### src/rtl/ptw_pkg.sv
package ptw_pkg;
    typedef enum logic [2:0] {
        PTW_IDLE,
        PTW_RD_DIR,
        PTW_WT_DIR,
        PTW_RD_LEAF,
        PTW_WT_LEAF,
        PTW_FIN
    } ptw_state_e;
endpackage

### src/rtl/ptw_addr_gen.sv
module ptw_addr_gen #(
    parameter int AW     = 32,
    parameter int IW     = 10,
    parameter int ESHIFT = 2
) (
    input  logic [AW-1:0] base,
    input  logic [IW-1:0] idx,
    output logic [AW-1:0] addr
);
    localparam int PADW = AW - IW - ESHIFT;

    logic [AW-1:0] byte_off;

    always_comb begin
        byte_off = {{PADW{1'b0}}, idx, {ESHIFT{1'b0}}};
        addr     = base + byte_off;
    end
endmodule

### src/rtl/ptw_entry_decode.sv
module ptw_entry_decode #(
    parameter int DW   = 32,
    parameter int PG_W = 12
) (
    input  logic [DW-1:0]      entry,
    output logic               is_null,
    output logic               valid,
    output logic               dirty,
    output logic [DW-PG_W-1:0] frame,
    output logic [DW-1:0]      tbl_base
);
    always_comb begin
        is_null  = (entry == '0);
        valid    = entry[0];
        dirty    = entry[1];
        frame    = entry[DW-1:PG_W];
        tbl_base = {entry[DW-1:PG_W], {PG_W{1'b0}}};
    end
endmodule

### src/rtl/pt_walker.sv
module pt_walker
    import ptw_pkg::*;
#(
    parameter int VA_W   = 32,
    parameter int PG_W   = 12,
    parameter int HI_W   = 10,
    parameter int LO_W   = 10,
    parameter int ESHIFT = 2
) (
    input  logic            clk,
    input  logic            rst_n,
    input  logic            req_valid,
    input  logic [VA_W-1:0] req_vaddr,
    input  logic [VA_W-1:0] root_base,
    output logic            busy,
    output logic            done,
    output logic            fault,
    output logic            fault_dir,
    output logic [VA_W-1:0] paddr,
    output logic            pte_dirty,
    output logic            mem_req_valid,
    output logic [VA_W-1:0] mem_req_addr,
    input  logic            mem_rsp_valid,
    input  logic [VA_W-1:0] mem_rsp_data
);
    localparam int VPN_W = HI_W + LO_W;
    localparam int PPN_W = VA_W - PG_W;

    typedef struct packed {
        ptw_state_e        st;
        logic [VPN_W-1:0]  vpn;
        logic [PG_W-1:0]   ofs;
        logic [VA_W-1:0]   root;
        logic [VA_W-1:0]   tbl;
        logic [PPN_W-1:0]  ppn;
        logic              dirty;
        logic              flt;
        logic              nul;
    } walk_regs_t;

    walk_regs_t r_d, r_q;

    logic [VA_W-1:0]  dir_addr, leaf_addr;
    logic             ent_null, ent_valid, ent_dirty;
    logic [PPN_W-1:0] ent_frame;
    logic [VA_W-1:0]  ent_tbl;

    ptw_addr_gen #(.AW(VA_W), .IW(HI_W), .ESHIFT(ESHIFT)) u_dir_addr (
        .base (r_q.root),
        .idx  (r_q.vpn[VPN_W-1 -: HI_W]),
        .addr (dir_addr)
    );

    ptw_addr_gen #(.AW(VA_W), .IW(LO_W), .ESHIFT(ESHIFT)) u_leaf_addr (
        .base (r_q.tbl),
        .idx  (r_q.vpn[LO_W-1:0]),
        .addr (leaf_addr)
    );

    ptw_entry_decode #(.DW(VA_W), .PG_W(PG_W)) u_decode (
        .entry    (mem_rsp_data),
        .is_null  (ent_null),
        .valid    (ent_valid),
        .dirty    (ent_dirty),
        .frame    (ent_frame),
        .tbl_base (ent_tbl)
    );

    always_comb begin
        r_d           = r_q;
        mem_req_valid = 1'b0;
        mem_req_addr  = '0;
        unique case (r_q.st)
            PTW_IDLE: begin
                if (req_valid) begin
                    r_d.vpn   = req_vaddr[VA_W-1:PG_W];
                    r_d.ofs   = req_vaddr[PG_W-1:0];
                    r_d.root  = root_base;
                    r_d.flt   = 1'b0;
                    r_d.nul   = 1'b0;
                    r_d.dirty = 1'b0;
                    r_d.ppn   = '0;
                    r_d.st    = PTW_RD_DIR;
                end
            end
            PTW_RD_DIR: begin
                mem_req_valid = 1'b1;
                mem_req_addr  = dir_addr;
                r_d.st        = PTW_WT_DIR;
            end
            PTW_WT_DIR: begin
                if (mem_rsp_valid) begin
                    if (ent_null) begin
                        r_d.flt = 1'b1;
                        r_d.nul = 1'b1;
                        r_d.st  = PTW_FIN;
                    end else begin
                        r_d.tbl = ent_tbl;
                        r_d.st  = PTW_RD_LEAF;
                    end
                end
            end
            PTW_RD_LEAF: begin
                mem_req_valid = 1'b1;
                mem_req_addr  = leaf_addr;
                r_d.st        = PTW_WT_LEAF;
            end
            PTW_WT_LEAF: begin
                if (mem_rsp_valid) begin
                    if (ent_valid) begin
                        r_d.ppn   = ent_frame;
                        r_d.dirty = ent_dirty;
                    end else begin
                        r_d.flt = 1'b1;
                    end
                    r_d.st = PTW_FIN;
                end
            end
            PTW_FIN: begin
                r_d.st = PTW_IDLE;
            end
            default: r_d.st = PTW_IDLE;
        endcase
    end

    always_ff @(posedge clk) begin
        if (!rst_n) begin
            r_q <= '{st: PTW_IDLE, default: '0};
        end else begin
            r_q <= r_d;
        end
    end

    always_comb begin
        busy      = (r_q.st != PTW_IDLE) && (r_q.st != PTW_FIN);
        done      = (r_q.st == PTW_FIN) && !r_q.flt;
        fault     = (r_q.st == PTW_FIN) && r_q.flt;
        fault_dir = r_q.nul;
        paddr     = {r_q.ppn, r_q.ofs};
        pte_dirty = r_q.dirty;
    end

    // Checker state: reads issued in the current walk, and the offset as requested.
    logic [1:0]      chk_reads;
    logic [PG_W-1:0] chk_ofs;

    always_ff @(posedge clk) begin
        if (!rst_n) begin
            chk_reads <= '0;
            chk_ofs   <= '0;
        end else if (r_q.st == PTW_IDLE && req_valid) begin
            chk_reads <= '0;
            chk_ofs   <= req_vaddr[PG_W-1:0];
        end else if (mem_req_valid && chk_reads != 2'd3) begin
            chk_reads <= chk_reads + 2'd1;
        end
    end

    assert_single_pulse_R10: assert property (@(posedge clk) disable iff (!rst_n)
        mem_req_valid |=> !mem_req_valid);

    assert_busy_after_accept_R7: assert property (@(posedge clk) disable iff (!rst_n)
        (r_q.st == PTW_IDLE && req_valid) |=> busy);

    assert_strobe_short_R7: assert property (@(posedge clk) disable iff (!rst_n)
        (done || fault) |-> (!busy && !(done && fault)) ##1 !(done || fault));

    assert_null_one_read_R4: assert property (@(posedge clk) disable iff (!rst_n)
        (fault && fault_dir) |-> chk_reads == 2'd1);

    assert_full_two_reads_R6: assert property (@(posedge clk) disable iff (!rst_n)
        done |-> chk_reads == 2'd2);

    assert_offset_kept_R6: assert property (@(posedge clk) disable iff (!rst_n)
        done |-> paddr[PG_W-1:0] == chk_ofs);

    assert_idle_quiet_R9: assert property (@(posedge clk) disable iff (!rst_n)
        (!busy && !req_valid && !done && !fault) |=> !busy && !mem_req_valid);
endmodule

### config.mk
export PLATFORM = sky130hd
export DESIGN_NAME = pt_walker
export DESIGN_NICKNAME = d
export VERILOG_FILES = /design/src/rtl/ptw_pkg.sv /design/src/rtl/ptw_addr_gen.sv /design/src/rtl/ptw_entry_decode.sv /design/src/rtl/pt_walker.sv
export SDC_FILE = /design/constraint.sdc
export NUM_CORES = 1
export LEC_CHECK = 0
export BUFFER_PORTS_ARGS = -buffer_cell sky130_fd_sc_hd__buf_2
export CAP_MARGIN = 15
export CORE_MARGIN = 4
export CORE_UTILIZATION = 40
export CTS_CLUSTER_SIZE = 24
export DETAILED_ROUTE_END_ITERATION = 12
export SYNTH_ARGS = -nofsm -noshare
export SYNTH_HDL_FRONTEND = slang
export SYNTH_SLANG_ARGS = --single-unit
export TNS_END_PERCENT = 1
### constraint.sdc
create_clock -name clk -period 5.1 [get_ports clk]
set_clock_uncertainty 0.05 [all_clocks]
set_input_delay 0.255 -clock clk [delete_from_list [all_inputs] [get_ports clk]]
set_output_delay 0.255 -clock clk [all_outputs]
set_load 0.005 [all_outputs]
# Yosys cells after proc, flatten, opt, wreduce, memory -nomap -nowiden
# Index checks and enable logic that the tools add are counted.
op_classes:
  add_sub_neg: 2
  multipliers: 0
  div: 0
  order_cmp: 0
  n_eq_ne: 12
  shifts: 0
  muxes: 16
  bitwise_logic: 1
  reduce_logical: 17
op_table:
  columns: ["op", "count"]
  rows:
  - ["67-bit two-way mux", 1]
  - ["32-bit by 12-bit adder with 32-bit output", 2]
  - ["32-bit one-hot mux with 2 select lines", 1]
  - ["21-bit one-hot mux with 2 select lines", 1]
  - ["32-bit zero test", 1]
  - ["23-bit two-way mux", 1]
  - ["22-bit two-way mux", 1]
  - ["21-bit two-way mux", 1]
  - ["3-bit one-hot mux with 5 select lines", 1]
  - ["2-bit inequality test (second input constant)", 6]
  - ["3-bit two-way mux", 3]
  - ["4-bit AND reduction", 2]
  - ["3-bit by 2-bit equality test with 1-bit output (second input constant)", 2]
  - ["3-bit equality test (second input constant)", 2]
  - ["3-bit AND reduction", 2]
  - ["6-bit AND reduction", 1]
  - ["3-bit nonzero test", 2]
  - ["2-bit two-way mux", 2]
  - ["2-bit nonzero test", 2]
  - ["3-bit by 1-bit equality test with 1-bit output (second input constant)", 1]
  - ["1-bit logical AND", 3]
  - ["3-bit zero test", 1]
  - ["3-bit inequality test (second input constant)", 1]
  - ["1-bit one-hot mux with 3 select lines", 1]
  - ["6 further kinds", 7]
totals:
  reg_bits: 110
  latch_bits: 0
  mem_bits_rw: 0
  rom_bits: 0
  input_bits: 100
  mem_count: 0

# Logic depth before layout (Yosys ltp)
depth:
  word_depth: 4
  ltp_mapped: 9

# Cells and area by module
# Synthesis repeated with hierarchy kept, for this count alone.
hier_totals:
  hier_cells: 971
  area_unflattened_um2: 7597.3
modules_own_cells:
  columns: ["module", "instances", "cells_per_inst", "area_per_inst_um2"]
  rows:
  - ["pt_walker", 1, 663, 5356.4]
  - ["ptw_addr_gen", 2, 121, 879.6]
  - ["ptw_entry_decode", 1, 66, 481.7]

# Worst setup path after synthesis
# OpenSTA, ideal clock, no wires.
synth_timing:
  path_type: "register -> output"
  from: "register r_q[57] (netlist name)"
  to: "output mem_req_addr[20]"
  t_arrival_ns: 2.248
  slack_ns: 2.547
  path_stages_with_launch: 10
  n_path_buf: 1
  cell_sequence: "dfxtp_1 ha_1 fa_1 a21oi_1 o211ai_2 a2111oi_4 or2_0 buf_2 o31ai_1 a31oi_1"
synth_via:
  elab_chain_cells: 2
synth_lines:
  columns: ["element", "line_no", "rtl"]
  rows:
  - ["from (decl)", "pt_walker.sv:41", "walk_regs_t r_d, r_q;"]
  - ["from (signal assigned)", "pt_walker.sv:130", "r_q <= r_d;"]
  - ["32-bit by 12-bit adder with 32-bit output", "ptw_addr_gen.sv:16", "addr = base + byte_off;"]
  - ["32-bit one-hot mux with 2 select lines", "pt_walker.sv:73", "unique case (r_q.st)"]
  - ["to (decl)", "pt_walker.sv:22", "output logic [VA_W-1:0] mem_req_addr,"]
# Every way passes these cells.

# Final worst setup path
layout_timing:
  from: "register r_q[57] (netlist name)"
  to: "output mem_req_addr[12]"
# The elaborated chain is that of the path after synthesis.

==> impl_results.md <==
* Max-Cap Viols at 0
* Vias at around 5300
* Hold Path End: paddr[8]
* Wirelength per Cell at 15.62 um
* Grt total ovfl at 0
* Critical path endpoint category: output port
* Clock buffer count from CTS at 9
* CTS resizes at 0
* Worst setup SP type: register
* Cells along the critical path: ha_1 > fa_1 > a21oi_1 > o211ai_2 > a2111oi_4 > or2_0 > xor2_1 > o21ai_0 > buf_2
* Core Region at 14040 um2
* Most common library cells after synthesis: 176 x nand2_1, 110 x dfxtp_1, 86 x a21boi_0
* Number of global-route vias before repair at 5343
* Hold Buf Count CTS at 0
* Critical path's largest stage delay at roughly 0.55 ns
* Slew Limit Fails at 0
* Crit Path Max Fanout at 8
* Tmin final at 3.557 ns
* Yosys warning count at 0
* CTS Sinks at 110
* WP data required at ~4.8 ns
* Global-route wire length before repair at about 26000 um
* FF+latch count, synth at 110
* GPL Wtd Cong at around 0.9
* Cell variety after synth at between 40 and 50
* Critical path's slowest cell: a2111oi_4
* Clock latency on the worst-skew pair at between 0.3 and 0.4 ns
* Proportion of netlist area held by the largest area contributor at 0.3791
* FF-to-FF End: r_q[40]
* Clock transition at path regs at approximately 0.080 ns
* Hold Fails Final Rpt at 0
* Antenna violations before repair at 0
* Max VDD drop at slightly above 0.2 mV
* Critical Path AT at approximately 3.3 ns
* Port bufs at roughly 170
* IO Count at 170
* Synth Flop Type: dfxtp_1
* Root Driver: clkbuf_16
* Length in cells of the worst reg-to-reg path at 7
* Setup TNS at 0 ns
* Critical R2R Launch: r_q[120]
* Cell with the most instances after synthesis: nand2_1
* Die X at roughly 130 um
* Worst slew pin tran at 0.9092 ns
* Flop-to-flop setup slack at 2.37 ns
* Overall Global Routing Usage at 0.1915
* Kind of critical path: reg2out
* Syn Nets at around 840
* Proportion of layout cells with a drive suffix above 1 at 0.2411
* Initial core utilization at 0.4136
* Mapped Area at slightly below 6000 um2
* CP top delay family: compound AO/OA/AOI/OAI gates
* Row cnt at 43
* First-pass DRT Iterations at 5
* Final critical-path share of the clock period at 0.6975
* Total Die Area at between 15000 and 20000 um2
* Placed cell area at 6496 um2
* Vias per cell at about 5.2
* Outcome: finished clean
* Synth area leader: dfxtp_1
* Die Y at between 100 and 150 um
* Htree depth at 3
* Finished Core Util at 0.4844
* WP buf/inv at 1
* Post-CTS Setup Inserts at 0
* Diode count at 0
* CTS tree: yes
* Layout Cell Area excl Fill at about 6800 um2
* Max-slew headroom at 0.3939
* Asr flop ratio synth at 0
* Achievable frequency at about 0.28 GHz
* Seq/Total Area, Yosys at 0.3791
* Number of synthesized flops with an enable pin at 0
* Leak at 2.942 nW
* Largest net degree at the start of global routing at 110
* Finish-stage setup viols at 0
* DP Wirelength at about 12000 um
* Area delta synth->final at 17.10%
* Pwr Density at approximately 290 nW/um2
* Cells after Synth at 728
* DR iter-0 viols at 290
* Min-Delay Path Class: in2reg
* Ranking of synthesized cells by area: dfxtp_1 38%, nand2_1 11%, a21boi_0 11%, buf_4 4.5%, mux2i_1 4.0%
* Drt total wl at about 16000 um
* ANT nets after route at 0
* DRC errors left at 0
* Hold Crit Start: req_vaddr[8]
* Fin nets at between 900 and 1000
* Syn_area_per_cell at around 8 um2
* RSZ-0062 raised after global routing: false
* Worst hold path stage count at 3
* Clock Tree Buf Depth at 2
==> through the flow <==
stage | cells | total power [mW] | worst slack, ns | hold slack, ns
floorplan | 728 | 1.180 | 2.547 | 0.3499
global placement | 1001 | 1.291 | 2.033 | 0.3990
detailed placement | 1002 | 1.301 | 1.931 | 0.4053
CTS | 1018 | 2.016 | 1.533 | 0.07397
global route | 1018 | 2.090 | 1.282 | 0.08220
finish | 1018 | 1.988 | 1.543 | 0.08709
==> final cells by class <==
cell class | instances | area, um2
sequential | 110 | 2202
clock buffer | 9 | 225.2
inverter | 5 | 18.77
tap | 180 | 225.2
multi-input combinational | 531 | 3148
fill | 1416 | 7241
clock inverter | 7 | 80.08
timing repair buffer | 176 | 902.1
==> layout by cell type, fill, tap and decap left out, types with 3 or more instances in the layout <==
master       n
a21boi_0    86
a21o_1       4
a21oi_1     41
a31oi_1      5
and3_1       6
and4_1       4
buf_2      169
buf_4        6
clkbuf_16    9
dfxtp_1    110
ha_1        10
inv_1        5
inv_8        3
mux2i_1     23
nand2_1    176
nand2b_1     5
nand3_1     32
nand4_1      5
nor2_1      12
nor2b_1     25
nor3_1       3
nor4_1      10
nor4b_1      4
o21ai_0     25
o31ai_1      4
or4_1        3
xnor2_1     19
xor2_1       5
==> routing by layer <==
| metal | share of wire | global-route usage |
|---|---|---|
| met1 | 0.44 | 0.2420 |
| met2 | 0.46 | 0.3150 |
| met3 | 0.074 | 0.05729 |
| met4 | 0.019 | 0.06053 |
| met5 | 0 | 0 |
==> power by group <==
part           switching [mW]  internal [mW]
sequential             0.0425          0.906
clock                   0.360          0.350
combinational           0.195          0.134
total                   0.597           1.39
==> worst max path at each step <==
stage,from,cells past startpoint,endpoint
2_1_floorplan,r_q[57],9,mem_req_addr[20]
4_1_cts,r_q[57],9,mem_req_addr[12]
3_5_place_dp,r_q[57],9,mem_req_addr[12]
5_1_grt,r_q[57],9,mem_req_addr[12]
6_report,r_q[57],9,mem_req_addr[12]
3_3_place_gp,r_q[57],9,mem_req_addr[12]
==> worst min-delay path: stages <==
cell      delay (ns)
buf_2           0.09
nand2_1         0.04
a21boi_0        0.06
==> flip-flops by register name, summed over array words and instances (netlist names) <==
signal     flops
r_q           76
paddr         32
fault_dir      1
pte_dirty      1
==> kinds of logic after synthesis <==
kind of cell    Yosys count  synth area share
compound gates          176            0.2029
xor+xnor                 24           0.03619
fa+ha+maj                11           0.02499
buf+inv                  87           0.08143
flops                   110            0.3791
mux                      23           0.03964
simple gates            297            0.2357
Note: power is estimated with default switching activity, not from simulation.
